--- config.mk ---
export PLATFORM = sky130hd
export DESIGN_NAME = pal_mono_video
export DESIGN_NICKNAME = d
export VERILOG_FILES = /design/src/rtl/vid_pkg.sv /design/src/rtl/vid_timing.sv /design/src/rtl/vid_fetch.sv /design/src/rtl/vid_shifter.sv /design/src/rtl/pal_mono_video.sv
export SDC_FILE = /design/constraint.sdc
export NUM_CORES = 1
export LEC_CHECK = 0
export ABC_AREA = 1
export BUFFER_PORTS_ARGS = -buffer_cell sky130_fd_sc_hd__buf_2
export CORE_ASPECT_RATIO = 1.1
export CORE_UTILIZATION = 45
export CTS_CLUSTER_DIAMETER = 60
export CTS_CLUSTER_SIZE = 12
export DETAILED_ROUTE_END_ITERATION = 10
export HOLD_SLACK_MARGIN = 0.12
export PLACE_DENSITY = 0.62
export RECOVER_POWER = 25
export SETUP_SLACK_MARGIN = 0.3
export SLEW_MARGIN = 20
export SYNTH_ARGS = -nofsm -noshare
export SYNTH_HDL_FRONTEND = slang
export SYNTH_SLANG_ARGS = --single-unit
--- constraint.sdc ---
create_clock -name clk -period 4.3 [get_ports clk]
set_clock_uncertainty 0.1 [all_clocks]
set_input_delay 0 -clock clk [delete_from_list [all_inputs] [get_ports clk]]
set_output_delay 0 -clock clk [all_outputs]
set_load 0.05 [all_outputs]
--- src/rtl/vid_pkg.sv ---
// Shared types for the monochrome composite video generator.
// Assumes nothing beyond the four-slot frame ordering below.
package vid_pkg;

    // Slot groups of one frame, in the order they are sent.
    typedef enum logic [1:0] {
        PH_LONG = 2'd0,   // wide-pulse half-lines
        PH_PRE  = 2'd1,   // narrow-pulse half-lines before the picture
        PH_PIC  = 2'd2,   // picture lines
        PH_POST = 2'd3    // narrow-pulse half-lines after the picture
    } phase_t;

    // Returns the group that follows p; the last group wraps to the first.
    function automatic phase_t phase_after(phase_t p);
        case (p)
            PH_LONG: phase_after = PH_PRE;
            PH_PRE:  phase_after = PH_PIC;
            PH_PIC:  phase_after = PH_POST;
            default: phase_after = PH_LONG;
        endcase
    endfunction

endpackage

--- src/rtl/vid_timing.sv ---
// Frame timebase: walks the half-line / line slots of a frame and decodes
// the sync level, the active window, the first-fetch strobe and the frame
// start pulse. Assumes ACT_START >= 2 and that a line is twice a half-line.
module vid_timing
    import vid_pkg::*;
#(
    parameter int HSYNC_CLKS  = 96,
    parameter int PORCH_CLKS  = 192,
    parameter int ACTIVE_CLKS = 1248,
    parameter int EQ_CLKS     = 48,
    parameter int N_LONG      = 5,
    parameter int N_PRE       = 5,
    parameter int N_LINES     = 304,
    parameter int N_POST      = 6
) (
    input  logic clk,
    input  logic rst_n,
    output logic csync,
    output logic act,
    output logic fetch_go,
    output logic frame_start
);
    localparam int LINE_CLKS = HSYNC_CLKS + PORCH_CLKS + ACTIVE_CLKS;
    localparam int HALF_CLKS = LINE_CLKS / 2;
    localparam int LONG_LOW  = HALF_CLKS - EQ_CLKS;
    localparam int ACT_START = HSYNC_CLKS + PORCH_CLKS;
    localparam int LEAD      = 2;
    localparam int POS_W     = $clog2(LINE_CLKS);
    localparam int MAX_A     = (N_LONG > N_PRE) ? N_LONG : N_PRE;
    localparam int MAX_B     = (N_LINES > N_POST) ? N_LINES : N_POST;
    localparam int MAX_N     = (MAX_A > MAX_B) ? MAX_A : MAX_B;
    localparam int IDX_W     = $clog2(MAX_N + 1);

    localparam logic [POS_W-1:0] LINE_LAST = POS_W'(LINE_CLKS - 1);
    localparam logic [POS_W-1:0] HALF_LAST = POS_W'(HALF_CLKS - 1);
    localparam logic [POS_W-1:0] LOW_LONG  = POS_W'(LONG_LOW);
    localparam logic [POS_W-1:0] LOW_EQ    = POS_W'(EQ_CLKS);
    localparam logic [POS_W-1:0] LOW_HS    = POS_W'(HSYNC_CLKS);
    localparam logic [POS_W-1:0] WIN_START = POS_W'(ACT_START);
    localparam logic [POS_W-1:0] GO_POS    = POS_W'(ACT_START - LEAD);

    logic             run;
    phase_t           phase;
    logic [IDX_W-1:0] idx;
    logic [POS_W-1:0] pos;
    logic [POS_W-1:0] seg_last;
    logic [IDX_W-1:0] idx_last;
    logic [POS_W-1:0] low_len;

    // Slot length, slot count and sync pulse width of the current group.
    always_comb begin
        seg_last = (phase == PH_PIC) ? LINE_LAST : HALF_LAST;
        case (phase)
            PH_LONG: begin idx_last = IDX_W'(N_LONG - 1);  low_len = LOW_LONG; end
            PH_PRE:  begin idx_last = IDX_W'(N_PRE - 1);   low_len = LOW_EQ;   end
            PH_PIC:  begin idx_last = IDX_W'(N_LINES - 1); low_len = LOW_HS;   end
            default: begin idx_last = IDX_W'(N_POST - 1);  low_len = LOW_EQ;   end
        endcase
    end

    // Position, slot index and group counters; held at frame origin until armed.
    always_ff @(posedge clk) begin
        if (!rst_n) begin
            run   <= 1'b0;
            phase <= PH_LONG;
            idx   <= '0;
            pos   <= '0;
        end else if (!run) begin
            run <= 1'b1;
        end else if (pos == seg_last) begin
            pos <= '0;
            if (idx == idx_last) begin
                idx   <= '0;
                phase <= phase_after(phase);
            end else begin
                idx <= idx + 1'b1;
            end
        end else begin
            pos <= pos + 1'b1;
        end
    end

    // Output decode from the counters.
    assign csync       = !(run && (pos < low_len));
    assign act         = run && (phase == PH_PIC) && (pos >= WIN_START);
    assign fetch_go    = run && (phase == PH_PIC) && (pos == GO_POS);
    assign frame_start = run && (phase == PH_LONG) && (idx == '0) && (pos == '0);

    AST_PHASE_SEQ: assert property (@(posedge clk) disable iff (!rst_n) ($past(rst_n) && phase != $past(phase)) |-> phase == phase_after($past(phase)));
    AST_IDX_BOUND: assert property (@(posedge clk) disable iff (!rst_n) idx <= idx_last);

endmodule

--- src/rtl/vid_fetch.sv ---
// Frame buffer read sequencer: issues one read per byte, the first two
// clocks before the active window and then one every byte period, with an
// address that restarts at BASE_ADDR per frame and runs on across lines.
// Assumes fetch_go and frame_start are never high together.
module vid_fetch #(
    parameter int                BYTES_PER_LINE = 52,
    parameter int                BYTE_CLKS      = 24,
    parameter int                ADDR_W         = 16,
    parameter logic [ADDR_W-1:0] BASE_ADDR      = '0
) (
    input  logic              clk,
    input  logic              rst_n,
    input  logic              frame_start,
    input  logic              fetch_go,
    output logic              rd_en,
    output logic [ADDR_W-1:0] rd_addr
);
    localparam int SLOT_W = $clog2(BYTE_CLKS);
    localparam int NB_W   = $clog2(BYTES_PER_LINE + 1);
    localparam logic [SLOT_W-1:0] SLOT_LAST = SLOT_W'(BYTE_CLKS - 1);
    localparam logic [NB_W-1:0]   NB_LAST   = NB_W'(BYTES_PER_LINE - 1);

    logic [SLOT_W-1:0] slot;
    logic [NB_W-1:0]   nbyte;

    // A request on the line's first strobe, then whenever a byte period elapses.
    assign rd_en = fetch_go || ((nbyte != '0) && (slot == '0));

    // Address, byte-period and per-line byte counters.
    always_ff @(posedge clk) begin
        if (!rst_n) begin
            rd_addr <= BASE_ADDR;
            slot    <= '0;
            nbyte   <= '0;
        end else begin
            if (frame_start)
                rd_addr <= BASE_ADDR;
            else if (rd_en)
                rd_addr <= rd_addr + 1'b1;
            if (rd_en) begin
                slot  <= SLOT_W'(1);
                nbyte <= (nbyte == NB_LAST) ? '0 : nbyte + 1'b1;
            end else if (nbyte != '0) begin
                slot <= (slot == SLOT_LAST) ? '0 : slot + 1'b1;
            end
        end
    end

    AST_RD_SPACED:     assert property (@(posedge clk) disable iff (!rst_n) rd_en |=> !rd_en);
    AST_BASE_AT_FRAME: assert property (@(posedge clk) disable iff (!rst_n) frame_start |=> (rd_addr == BASE_ADDR));

endmodule

--- src/rtl/vid_shifter.sv ---
// Pixel serialiser: captures the frame buffer byte one clock after each
// request and shifts it out LSB first, PIX_CLKS clocks per pixel.
// Assumes the read port answers exactly one clock after the request.
module vid_shifter #(
    parameter int DATA_W   = 8,
    parameter int PIX_CLKS = 3
) (
    input  logic              clk,
    input  logic              rst_n,
    input  logic              req,
    input  logic [DATA_W-1:0] rd_data,
    input  logic              act,
    output logic              video
);
    localparam int DIV_W = $clog2(PIX_CLKS + 1);
    localparam logic [DIV_W-1:0] DIV_LAST = DIV_W'(PIX_CLKS - 1);

    logic              req_d;
    logic [DATA_W-1:0] shreg;
    logic [DIV_W-1:0]  div;

    // Marks the clock in which requested data is present on rd_data.
    always_ff @(posedge clk) begin
        if (!rst_n) req_d <= 1'b0;
        else        req_d <= req;
    end

    // Byte capture has priority over the per-pixel right shift.
    always_ff @(posedge clk) begin
        if (!rst_n) begin
            shreg <= '0;
            div   <= '0;
        end else if (req_d) begin
            shreg <= rd_data;
            div   <= '0;
        end else if (div == DIV_LAST) begin
            shreg <= shreg >> 1;
            div   <= '0;
        end else begin
            div <= div + 1'b1;
        end
    end

    assign video = act && shreg[0];

    AST_LOAD_ON_BOUNDARY: assert property (@(posedge clk) disable iff (!rst_n) (req_d && act) |-> (div == DIV_LAST));

endmodule

--- src/rtl/pal_mono_video.sv ---
// Monochrome progressive composite video generator top. Ties the frame
// timebase, the read sequencer and the pixel serialiser together. Assumes a
// synchronous frame buffer with one clock of read latency outside the block.
module pal_mono_video #(
    parameter int                DATA_W         = 8,
    parameter int                PIX_CLKS       = 3,
    parameter int                BYTES_PER_LINE = 52,
    parameter int                HSYNC_CLKS     = 96,
    parameter int                PORCH_CLKS     = 192,
    parameter int                EQ_CLKS        = 48,
    parameter int                N_LONG         = 5,
    parameter int                N_PRE          = 5,
    parameter int                N_LINES        = 304,
    parameter int                N_POST         = 6,
    parameter int                ADDR_W         = 16,
    parameter logic [ADDR_W-1:0] BASE_ADDR      = '0
) (
    input  logic              clk,
    input  logic              rst_n,
    output logic              fb_rd_en,
    output logic [ADDR_W-1:0] fb_rd_addr,
    input  logic [DATA_W-1:0] fb_rd_data,
    output logic              csync_o,
    output logic              video_o,
    output logic              frame_start
);
    localparam int BYTE_CLKS   = DATA_W * PIX_CLKS;
    localparam int ACTIVE_CLKS = BYTES_PER_LINE * BYTE_CLKS;

    logic act;
    logic fetch_go;

    vid_timing #(
        .HSYNC_CLKS (HSYNC_CLKS),
        .PORCH_CLKS (PORCH_CLKS),
        .ACTIVE_CLKS(ACTIVE_CLKS),
        .EQ_CLKS    (EQ_CLKS),
        .N_LONG     (N_LONG),
        .N_PRE      (N_PRE),
        .N_LINES    (N_LINES),
        .N_POST     (N_POST)
    ) u_timing (
        .clk        (clk),
        .rst_n      (rst_n),
        .csync      (csync_o),
        .act        (act),
        .fetch_go   (fetch_go),
        .frame_start(frame_start)
    );

    vid_fetch #(
        .BYTES_PER_LINE(BYTES_PER_LINE),
        .BYTE_CLKS     (BYTE_CLKS),
        .ADDR_W        (ADDR_W),
        .BASE_ADDR     (BASE_ADDR)
    ) u_fetch (
        .clk        (clk),
        .rst_n      (rst_n),
        .frame_start(frame_start),
        .fetch_go   (fetch_go),
        .rd_en      (fb_rd_en),
        .rd_addr    (fb_rd_addr)
    );

    vid_shifter #(
        .DATA_W  (DATA_W),
        .PIX_CLKS(PIX_CLKS)
    ) u_shift (
        .clk    (clk),
        .rst_n  (rst_n),
        .req    (fb_rd_en),
        .rd_data(fb_rd_data),
        .act    (act),
        .video  (video_o)
    );

    AST_DARK_IN_SYNC: assert property (@(posedge clk) disable iff (!rst_n) !csync_o |-> !video_o);
    AST_FS_SINGLE:    assert property (@(posedge clk) disable iff (!rst_n) frame_start |=> !frame_start);
    AST_NO_READ_AT_FS: assert property (@(posedge clk) disable iff (!rst_n) frame_start |-> !fb_rd_en);

endmodule

==> results of run 1 <==
==> critical path: stages (launching register included) <==
cell	delay, ps
dfxtp_1	340
inv_1	130
ha_1	300
nand2_1	90
nor2_1	120
nand3_1	100
nand2_2	430
inv_2	240
nand2_1	230
nand2_1	80
nand2_1	70
inv_1	30
==> final timing paths <==
path                                   from                            end  slack [ps]  depth (start not counted)
min reg2reg       u_shift.div[0]$_SDFF_PP0_      u_shift.div[0]$_SDFF_PP0_         310                          1
min               u_shift.div[0]$_SDFF_PP0_      u_shift.div[0]$_SDFF_PP0_         310                          1
max reg2reg  u_timing.phase[0]$_SDFFE_PN0P_  u_fetch.nbyte[0]$_SDFFE_PN0P_        1920                         11
max          u_timing.phase[0]$_SDFFE_PN0P_  u_fetch.nbyte[0]$_SDFFE_PN0P_        1920                         11
==> cells in the final DEF (no fill, tap or decap), types with 16 or more instances in the layout <==
cell           count
dfxtp_1           61
nor2_1            64
a21oi_1           35
ha_1              20
nand2_1          140
nand3_1           39
clkbuf_1          20
inv_1             59
dlygate4sd3_1     16
==> sequential cells by signal, indices dropped and copies added (netlist names) <==
| name | count |
|---|---|
| u_timing.phase | 2 |
| u_timing.idx | 9 |
| u_shift.div | 2 |
| u_fetch.slot | 5 |
| u_shift.req_d | 1 |
| u_timing.pos | 11 |
| u_shift.shreg | 8 |
| u_timing.run | 1 |
| u_fetch.rd_addr | 16 |
| u_fetch.nbyte | 6 |
==> area by class of cell <==
| class | count | area [um2] | area share |
|---|---|---|---|
| clock buffer | 13 | 149 | 0.0370 |
| clock inverter | 3 | 45.0 | 0.0112 |
| sequential | 61 | 1220 | 0.304 |
| multi-input combinational | 381 | 1960 | 0.488 |
| inverter | 61 | 229 | 0.0569 |
| timing repair buffer | 45 | 284 | 0.0706 |
| tap | 105 | 131 | 0.0327 |
==> per-layer routing <==
layer	up-vias	GRT usage	wire [um]
li1	1743	-	-
met1	1488	0.269	3800
met2	70	0.345	3410
met3	7	0.0510	334
met4	0	0.0722	78
met5	-	0	0
==> per-stage QoR <==
step / hold slack (ps) / total power, mW / std cells
detailed placement: 174 / 1.04 / 637
global route: 327 / 1.66 / 669
global placement: 162 / 1.04 / 637
finish: 313 / 1.55 / 669
floorplan: -72.3 / 0.979 / 515
CTS: 312 / 1.57 / 669
==> report_power, final <==
group          internal (mW)  leakage [nW]  total (mW)  switching (mW)
clock network          0.284        0.0899       0.510           0.226
logic                  0.113          1.05       0.387           0.274
registers              0.613         0.494       0.657          0.0447
total                   1.01          1.63        1.55           0.545
==> cells by family (layout without fill, tap and decap cells) <==
kind of cell             after synthesis  in the layout  share of synthesized area
AO/OA/AOI/OAI                         58             58                     0.0887
XOR/XNOR                              10             10                     0.0251
adder cells (fa/ha/maj)               20             20                     0.0718
buffers and inverters                 73            122                     0.0858
flip-flops                            61             61                      0.351
multiplexers                           3              3                    0.00862
AND/OR/NAND/NOR                      290            290                      0.369
==> timing repair <==
action | 4_1_cts | 5_1_grt
gates resized for setup | 0 | 0
hold endpoints to repair | 25 | 0
hold buffers | 16 | 0
==> results.txt, run 1 <==
GRT overflow - 0
DR vias - 3,308
GR Util All Layers - 0.210
P per Cell Area - 386 nW/um2
DR DRC count - 0
EDFF count, synth - 0
most frequent cell after synthesis - nand2_1
number of diodes - 0
Post-Place Worst Slack - 1910 ps
leakage - 1.63 nW
status - complete, no violations
die height - 94.3 um
fin util - 0.538
HP Class - reg -> reg
hpwl dp - 5.44 mm
top cells by count, synth - nand2_1 (140), nor2_1 (64), dfxtp_1 (61), inv_1 (59), nand3_1 (39)
vias in the first global route - 3,057
fin crit share - 0.553
peak supply drop - 0.259 mV
DR vias/cell - 4.94
CTS Root Cell - clkbuf_8
Final Worst Setup Slack - 1920 ps
final WL - 7.62 mm
sequential area share after synthesis - 0.351
CTS tree - done
die area - 8100 um2
Worst Setup End Kind - flip-flop
Critical Path Fanout Max - 31
row cnt - 33
Synth top area share - 0.351
max cap viols - 0
Synth Flop Type - dfxtp_1
RSZ-0062 raised after global routing - false
min cycle time layout - 2380 ps
Port Buffer Count - 29
critical path class - reg -> reg
setup_tns - 0 ps
Synth area leaders - dfxtp_1 (35%), nand2_1 (15%), ha_1 (7.2%), nor2_1 (6.9%), inv_1 (6.4%)
RePlAce Congestion - 0.844
CTS Buffer Depth - 2
#FFs+latches synth - 61
ys async rst share - 0
Final setup viols - 0
syn avg cell area - 6.76 um2
Antenna Nets Post-Route - 0
Final Hold Fails - 0
largest net degree at the start of global routing - 32
Initial Utilization - 0.466
post-synthesis cell area - 3480 um2
drt first pass iters - 4
share of post-route cells with drive strength above 1 - 0.0780
area leader, netlist - dfxtp_1
Netlist cell types - 34
worst path required time - 4450 ps
Worst EP arrival - 2520 ps
Fmax - 0.421 GHz
TritonCTS Buffers - 9
I/O Pins - 30
Die W - 85.9 um
Clock transition at path regs - 70 ps
layout net count - 589
H-tree levels - 3
post-place instance area - 3690 um2
syn nets - 545
Clock Latency Late Sink - 340 ps
Post CTS Setup Buffer Count - 0
nature of the critical path startpoint - flip-flop
final instance area - 4020 um2
max-slew violation count - 0
Synth Instances - 515
fillers - 745
Synth-to-Final Area Change - 15.5%
global-route wire length before repair - 13.5 mm
core footprint - 7470 um2
Ys Warns - 0
Rel. slew slack - 0.348
# clock sinks - 61
antenna violations before repair - 0
worst slew pin tran - 979 ps
wire length per cell - 11.4 um
initial detailed-routing violation count - 142
Power figures use the tool's default switching activity.
==> run 2, diff against run 1 <==
--- a/config.mk
+++ b/config.mk
@@ -5,7 +5,7 @@
 export SDC_FILE = /design/constraint.sdc
 export NUM_CORES = 1
 export LEC_CHECK = 0
-export ABC_AREA = 1
+export ABC_AREA = 0
 export BUFFER_PORTS_ARGS = -buffer_cell sky130_fd_sc_hd__buf_2
 export CORE_ASPECT_RATIO = 1.1
 export CORE_UTILIZATION = 45
==> constraint.sdc (replaced) <==
create_clock -name clk -period 2.3 [get_ports clk]
set_clock_uncertainty 0.1 [all_clocks]
set_input_delay 0 -clock clk [delete_from_list [all_inputs] [get_ports clk]]
set_output_delay 0 -clock clk [all_outputs]
set_load 0.05 [all_outputs]
==> results.txt, run 2 <==
Critical path origin - u_timing.phase[1]$_SDFFE_PN0P_
Final Hold Fails - 0
I/O Pins - 30
fin crit share - 0.938
RePlAce Congestion - 0.779
Synth Flop Type - dfxtp_1
Worst EP arrival - 2060 ps
area of the multi-input gates - 1950 um2
sequential cell area - 1230 um2
Worst Setup End Kind - output port
CTS Root Cell - clkbuf_8
Crit path max-delay family - compound AO/OA/AOI/OAI gates
Clock transition at path regs - 70 ps
fillers - 660
CP max stage delay - 340 ps
GRT overflow - 0
final instance area - 3960 um2
#FFs+latches synth - 61
most frequent cells in the layout - dfxtp_1 (56), nor2_1 (37), nand2_1 (28), buf_4 (22), xor2_1 (20)
syn avg cell area - 8.79 um2
post-synthesis cell area - 3240 um2
max cap viols - 0
final cell count without fillers - 512
core footprint - 7010 um2
P per Cell Area - 742 nW/um2
hpwl dp - 4.60 mm
EDFF count, synth - 0
row cnt - 32
DR vias - 2,764
number of diodes - 0
Clock Latency Late Sink - 340 ps
vias in the first global route - 2,691
wire length per cell - 14.1 um
initial detailed-routing violation count - 126
RSZ-0062 raised after global routing - true
Rel. slew slack - 0.602
Most Frequent Cell on Critical Path - o21a_1
max-slew violation count - 0
worst slew pin tran - 599 ps
Fmax - 0.463 GHz
sequential area share after synthesis - 0.376
CTS tree - done
area leader, netlist - dfxtp_1
drt first pass iters - 4
GR Util All Layers - 0.199
Synth-to-Final Area Change - 21.9%
Final setup viols - 0
final WL - 7.20 mm
Port Buffer Count - 29
leakage - 1.59 nW
Largest Register - u_fetch.rd_addr
Largest register FFs - 16
peak supply drop - 0.508 mV
layout net count - 453
ys async rst share - 0
power consumption - 2.94 mW
CTS Buffer Depth - 2
Critical Path Fanout Max - 4
HP Class - reg -> reg
global-route wire length before repair - 12.3 mm
CP Cell Sequence - buf_4 > ha_1 > o21a_1 > o21a_1 > o21a_1 > o31ai_2 > nand3_2 > buf_8
DR DRC count - 0
min cycle time layout - 2160 ps
Synth top area share - 0.376
biggest regs - u_fetch.rd_addr: 16 flops, u_timing.pos: 11 flops, u_timing.idx: 9 flops
Slowest cell on crit path - dfxtp_2
nature of the critical path startpoint - flip-flop
Antenna Nets Post-Route - 0
post-place instance area - 3500 um2
Ys Warns - 0
critical path class - reg -> out
largest net degree at the start of global routing - 24
die height - 91.1 um
syn nets - 399
DR vias/cell - 5.40
share of post-route cells with drive strength above 1 - 0.183
Netlist cell types - 52
Die W - 83.0 um
buffer and inverter count on the worst path - 2
top cells by count, synth - dfxtp_1 (61), nor2_1 (37), nand2_1 (28), ha_1 (20), xor2_1 (20)
H-tree levels - 3
placed insts - 475
commonest non-fill, non-tap cell in the layout - dfxtp_1
Initial Utilization - 0.463
status - complete, no violations
worst path required time - 2200 ps
TritonCTS Buffers - 9
# clock sinks - 61
die area - 7550 um2
Reg2Reg Launch Point - u_timing.phase[0]$_SDFFE_PN0P_
antenna violations before repair - 0
setup_tns - 0 ps
Synth area leaders - dfxtp_1 (38%), ha_1 (7.7%), xor2_1 (5.4%), nor2_1 (4.3%), mux2i_1 (3.7%)
Synth Instances - 369
hold path startpoint - u_shift.div[0]$_SDFF_PP0_
most frequent cell after synthesis - dfxtp_1
run 2: layout make-up:
type	instances	area share
clock buffer	11	0.0383
clock inverter	4	0.0120
inverter	18	0.0177
multi-input combinational	273	0.493
sequential	61	0.310
tap	85	0.0269
timing repair buffer	60	0.102
run 2: kinds of logic after synthesis:
family,Yosys count,synth area share
mux,13,0.0405
compound gates,64,0.131
flops,61,0.376
buf+inv,36,0.0494
xor+xnor,28,0.0756
simple gates,147,0.250
fa+ha+maj,20,0.0771
run 2: per-stage QoR:
step	hold WS (ps)	util	worst slack (ps)
after floorplan	-72.3	-	54.9
after global placement	146	0.499	112
after detailed placement	154	0.499	44.8
after CTS	319	0.560	102
after global routing	364	0.565	75.6
final	318	0.565	142
run 2: what timing repair did:
| item | CTS | global route |
|---|---|---|
| gates cloned | 0 | 1 |
| hold endpoints to repair | 14 | 0 |
| gates resized for setup | 21 | 4 |
| endpoints found under the setup margin | 37 | 40 |
| hold buffers | 9 | 0 |
| buffers inserted | 7 | 5 |
| pin swaps | 6 | 3 |
run 2: power by group:
group / switching [mW] / internal, mW / total, mW / leakage [nW]
logic: 0.415 / 0.314 / 0.728 / 0.992
clock network: 0.413 / 0.549 / 0.963 / 0.101
registers: 0.0935 / 1.15 / 1.24 / 0.497
run 2: layer usage:
layer,vias up,track usage,routed length (um)
met5,-,0,0
met4,0,0.129,171
met2,53,0.324,3410
li1,1403,-,-
met3,15,0.0355,280
met1,1293,0.240,3340
run 2: worst reg2reg max path, cell delays in order (launching register included):
cell	delay, ps
dfxtp_2	350
inv_4	50
ha_2	220
nor4b_2	340
o2111ai_2	250
or4_1	550
a21oi_1	150
run 2: worst paths after layout:
kind / to / slack, ps / depth (start not counted)
setup / recovery: csync_o / 140 / 8
hold / removal: u_shift.div[0]$_SDFF_PP0_ / 320 / 1
setup reg to reg: u_timing.idx[4]$_SDFFE_PN0P_ / 220 / 6
hold reg to reg: u_shift.div[0]$_SDFF_PP0_ / 320 / 1
==> run 3, diff against run 2 <==
--- a/config.mk
+++ b/config.mk
@@ -5,13 +5,14 @@
 export SDC_FILE = /design/constraint.sdc
 export NUM_CORES = 1
 export LEC_CHECK = 0
-export ABC_AREA = 0
+export ABC_AREA = 1
 export BUFFER_PORTS_ARGS = -buffer_cell sky130_fd_sc_hd__buf_2
 export CORE_ASPECT_RATIO = 1.1
 export CORE_UTILIZATION = 45
 export CTS_CLUSTER_DIAMETER = 60
 export CTS_CLUSTER_SIZE = 12
 export DETAILED_ROUTE_END_ITERATION = 10
+export GPL_TIMING_DRIVEN = 0
 export HOLD_SLACK_MARGIN = 0.12
 export PLACE_DENSITY = 0.62
 export RECOVER_POWER = 25
==> results.txt, run 3 (synthesized netlist as in run 1, its figures left out) <==
max cap viols - 0
largest net degree at the start of global routing - 11
CP Cell Sequence - inv_4 > ha_4 > nand2_1 > nor2_1 > nand3_1 > nand2_2 > clkbuf_4 > buf_6
CTS Root Cell - clkbuf_8
row cnt - 33
Synth-to-Final Area Change - 18.6%
wire length per cell - 11.3 um
global-route wire length before repair - 13.0 mm
drt first pass iters - 4
Rel. slew slack - 0.603
core footprint - 7470 um2
hpwl dp - 5.72 mm
Largest register FFs - 16
Clock transition at path regs - 80 ps
biggest regs - u_fetch.rd_addr: 16 flops, u_timing.pos: 11 flops, u_timing.idx: 9 flops
H-tree levels - 3
Final Hold Fails - 0
critical path class - reg -> out
HP Class - in -> reg
Die W - 85.9 um
final cell count without fillers - 674
post-place instance area - 3770 um2
Slowest cell on crit path - dfxtp_4
# clock sinks - 61
fillers - 764
crit path to - fb_rd_en
initial detailed-routing violation count - 146
DR DRC count - 0
Clock Latency Late Sink - 340 ps
DR vias - 3,367
most frequent cells in the layout - nand2_1 (140), nor2_1 (64), dfxtp_1 (59), inv_1 (57), nand3_1 (39)
worst reg-to-reg setup slack - 540 ps
final WL - 7.62 mm
commonest non-fill, non-tap cell in the layout - nand2_1
layout net count - 594
fin crit share - 0.817
DR vias/cell - 5.00
share of post-route cells with drive strength above 1 - 0.109
buffer and inverter count on the worst path - 3
RePlAce Congestion - 0.827
Critical path origin - u_timing.phase[0]$_SDFFE_PN0P_
CTS tree - done
Post CTS Setup Buffer Count - 0
CTS Buffer Depth - 2
worst r2r dst - u_fetch.rd_addr[2]$_SDFFE_PP0P_
setup_tns - 0 ps
nature of the critical path startpoint - flip-flop
number of diodes - 0
peak supply drop - 0.483 mV
Crit path max-delay family - buffers and inverters
CP max stage delay - 370 ps
Initial Utilization - 0.466
Port Buffer Count - 29
placed insts - 649
Worst Setup End Kind - output port
worst slew pin tran - 599 ps
Largest Register - u_fetch.rd_addr
max-slew violation count - 0
status - complete, no violations
worst path required time - 2200 ps
final instance area - 4130 um2
antenna violations before repair - 0
Crit path depth - 8
Fmax - 0.532 GHz
P per Cell Area - 777 nW/um2
die height - 94.3 um
Final setup viols - 0
GR Util All Layers - 0.204
TritonCTS Buffers - 9
RSZ-0062 raised after global routing - false
leakage - 1.67 nW
Worst EP arrival - 1780 ps
I/O Pins - 30
reg2reg path depth - 7
GRT overflow - 0
Reg2Reg Launch Point - u_timing.run$_DFF_P_
Critical Path Fanout Max - 10
die area - 8100 um2
Antenna Nets Post-Route - 0
Hold Crit Depth - 2
vias in the first global route - 2,982
min cycle time layout - 1880 ps
[run 3: cell types whose count changed in the layout (fill, tap and decap cells not counted), sizes merged, moves of 10 or more]
cell,change
nand3,+30
buf,-15
xor2,-14
nand2,+117
o211ai,-10
and2,-12
inv,+43
a21oi,+26
nor2,+33
and3,-10
[run 3: worst min path at each step]
stage	from	slack, ps	end
after floorplan	rst_n	-70	u_timing.run$_DFF_P_
after global placement	rst_n	30	u_timing.run$_DFF_P_
after detailed placement	rst_n	20	u_timing.run$_DFF_P_
after CTS	rst_n	200	u_timing.run$_DFF_P_
after global routing	rst_n	250	u_timing.run$_DFF_P_
final	rst_n	250	u_timing.run$_DFF_P_
[run 3: metal layers]
metal / wire length [um] / global-route usage / up-vias
met5: 0 / 0 / -
met4: 133 / 0.0903 / 0
met3: 243 / 0.0290 / 11
met2: 3540 / 0.351 / 56
met1: 3710 / 0.251 / 1544
li1: - / - / 1756
[run 3: layout make-up]
type	instances	area (um2)	share of cell area
Inverter	61	231	0.0560
Tap cell	105	131	0.0318
Buffer	12	71.3	0.0173
Clock buffer	12	145	0.0351
Timing Repair Buffer	38	226	0.0548
Clock inverter	4	95.1	0.0230
Multi-Input combinational cell	381	2000	0.485
Sequential cell	61	1230	0.297
[run 3: metrics by stage]
stage          total power, mW   util  hold WS [ps]  worst slack, ps
6_report                  3.21  0.553           248              420
5_1_grt                   3.40  0.553           247              300
4_1_cts                   3.23  0.552           205              303
3_5_place_dp              2.03  0.504          24.5              312
3_3_place_gp              2.03  0.504          27.1              344
2_1_floorplan             1.83      -         -72.3              339
[run 3: what timing repair did]
| action | 4_1_cts | 5_1_grt |
|---|---|---|
| endpoints found under the hold margin | 20 | 0 |
| resized for setup | 10 | 9 |
| hold buffers | 9 | 0 |
| setup endpoints to repair | 3 | 2 |
| pin swaps | 0 | 1 |
[run 3: power breakdown]
group | internal (mW) | switching (mW) | leakage (nW)
Sequential | 1.14 | 0.0616 | 0.495
Combinational | 0.268 | 0.563 | 1.06
Clock | 0.749 | 0.425 | 0.121
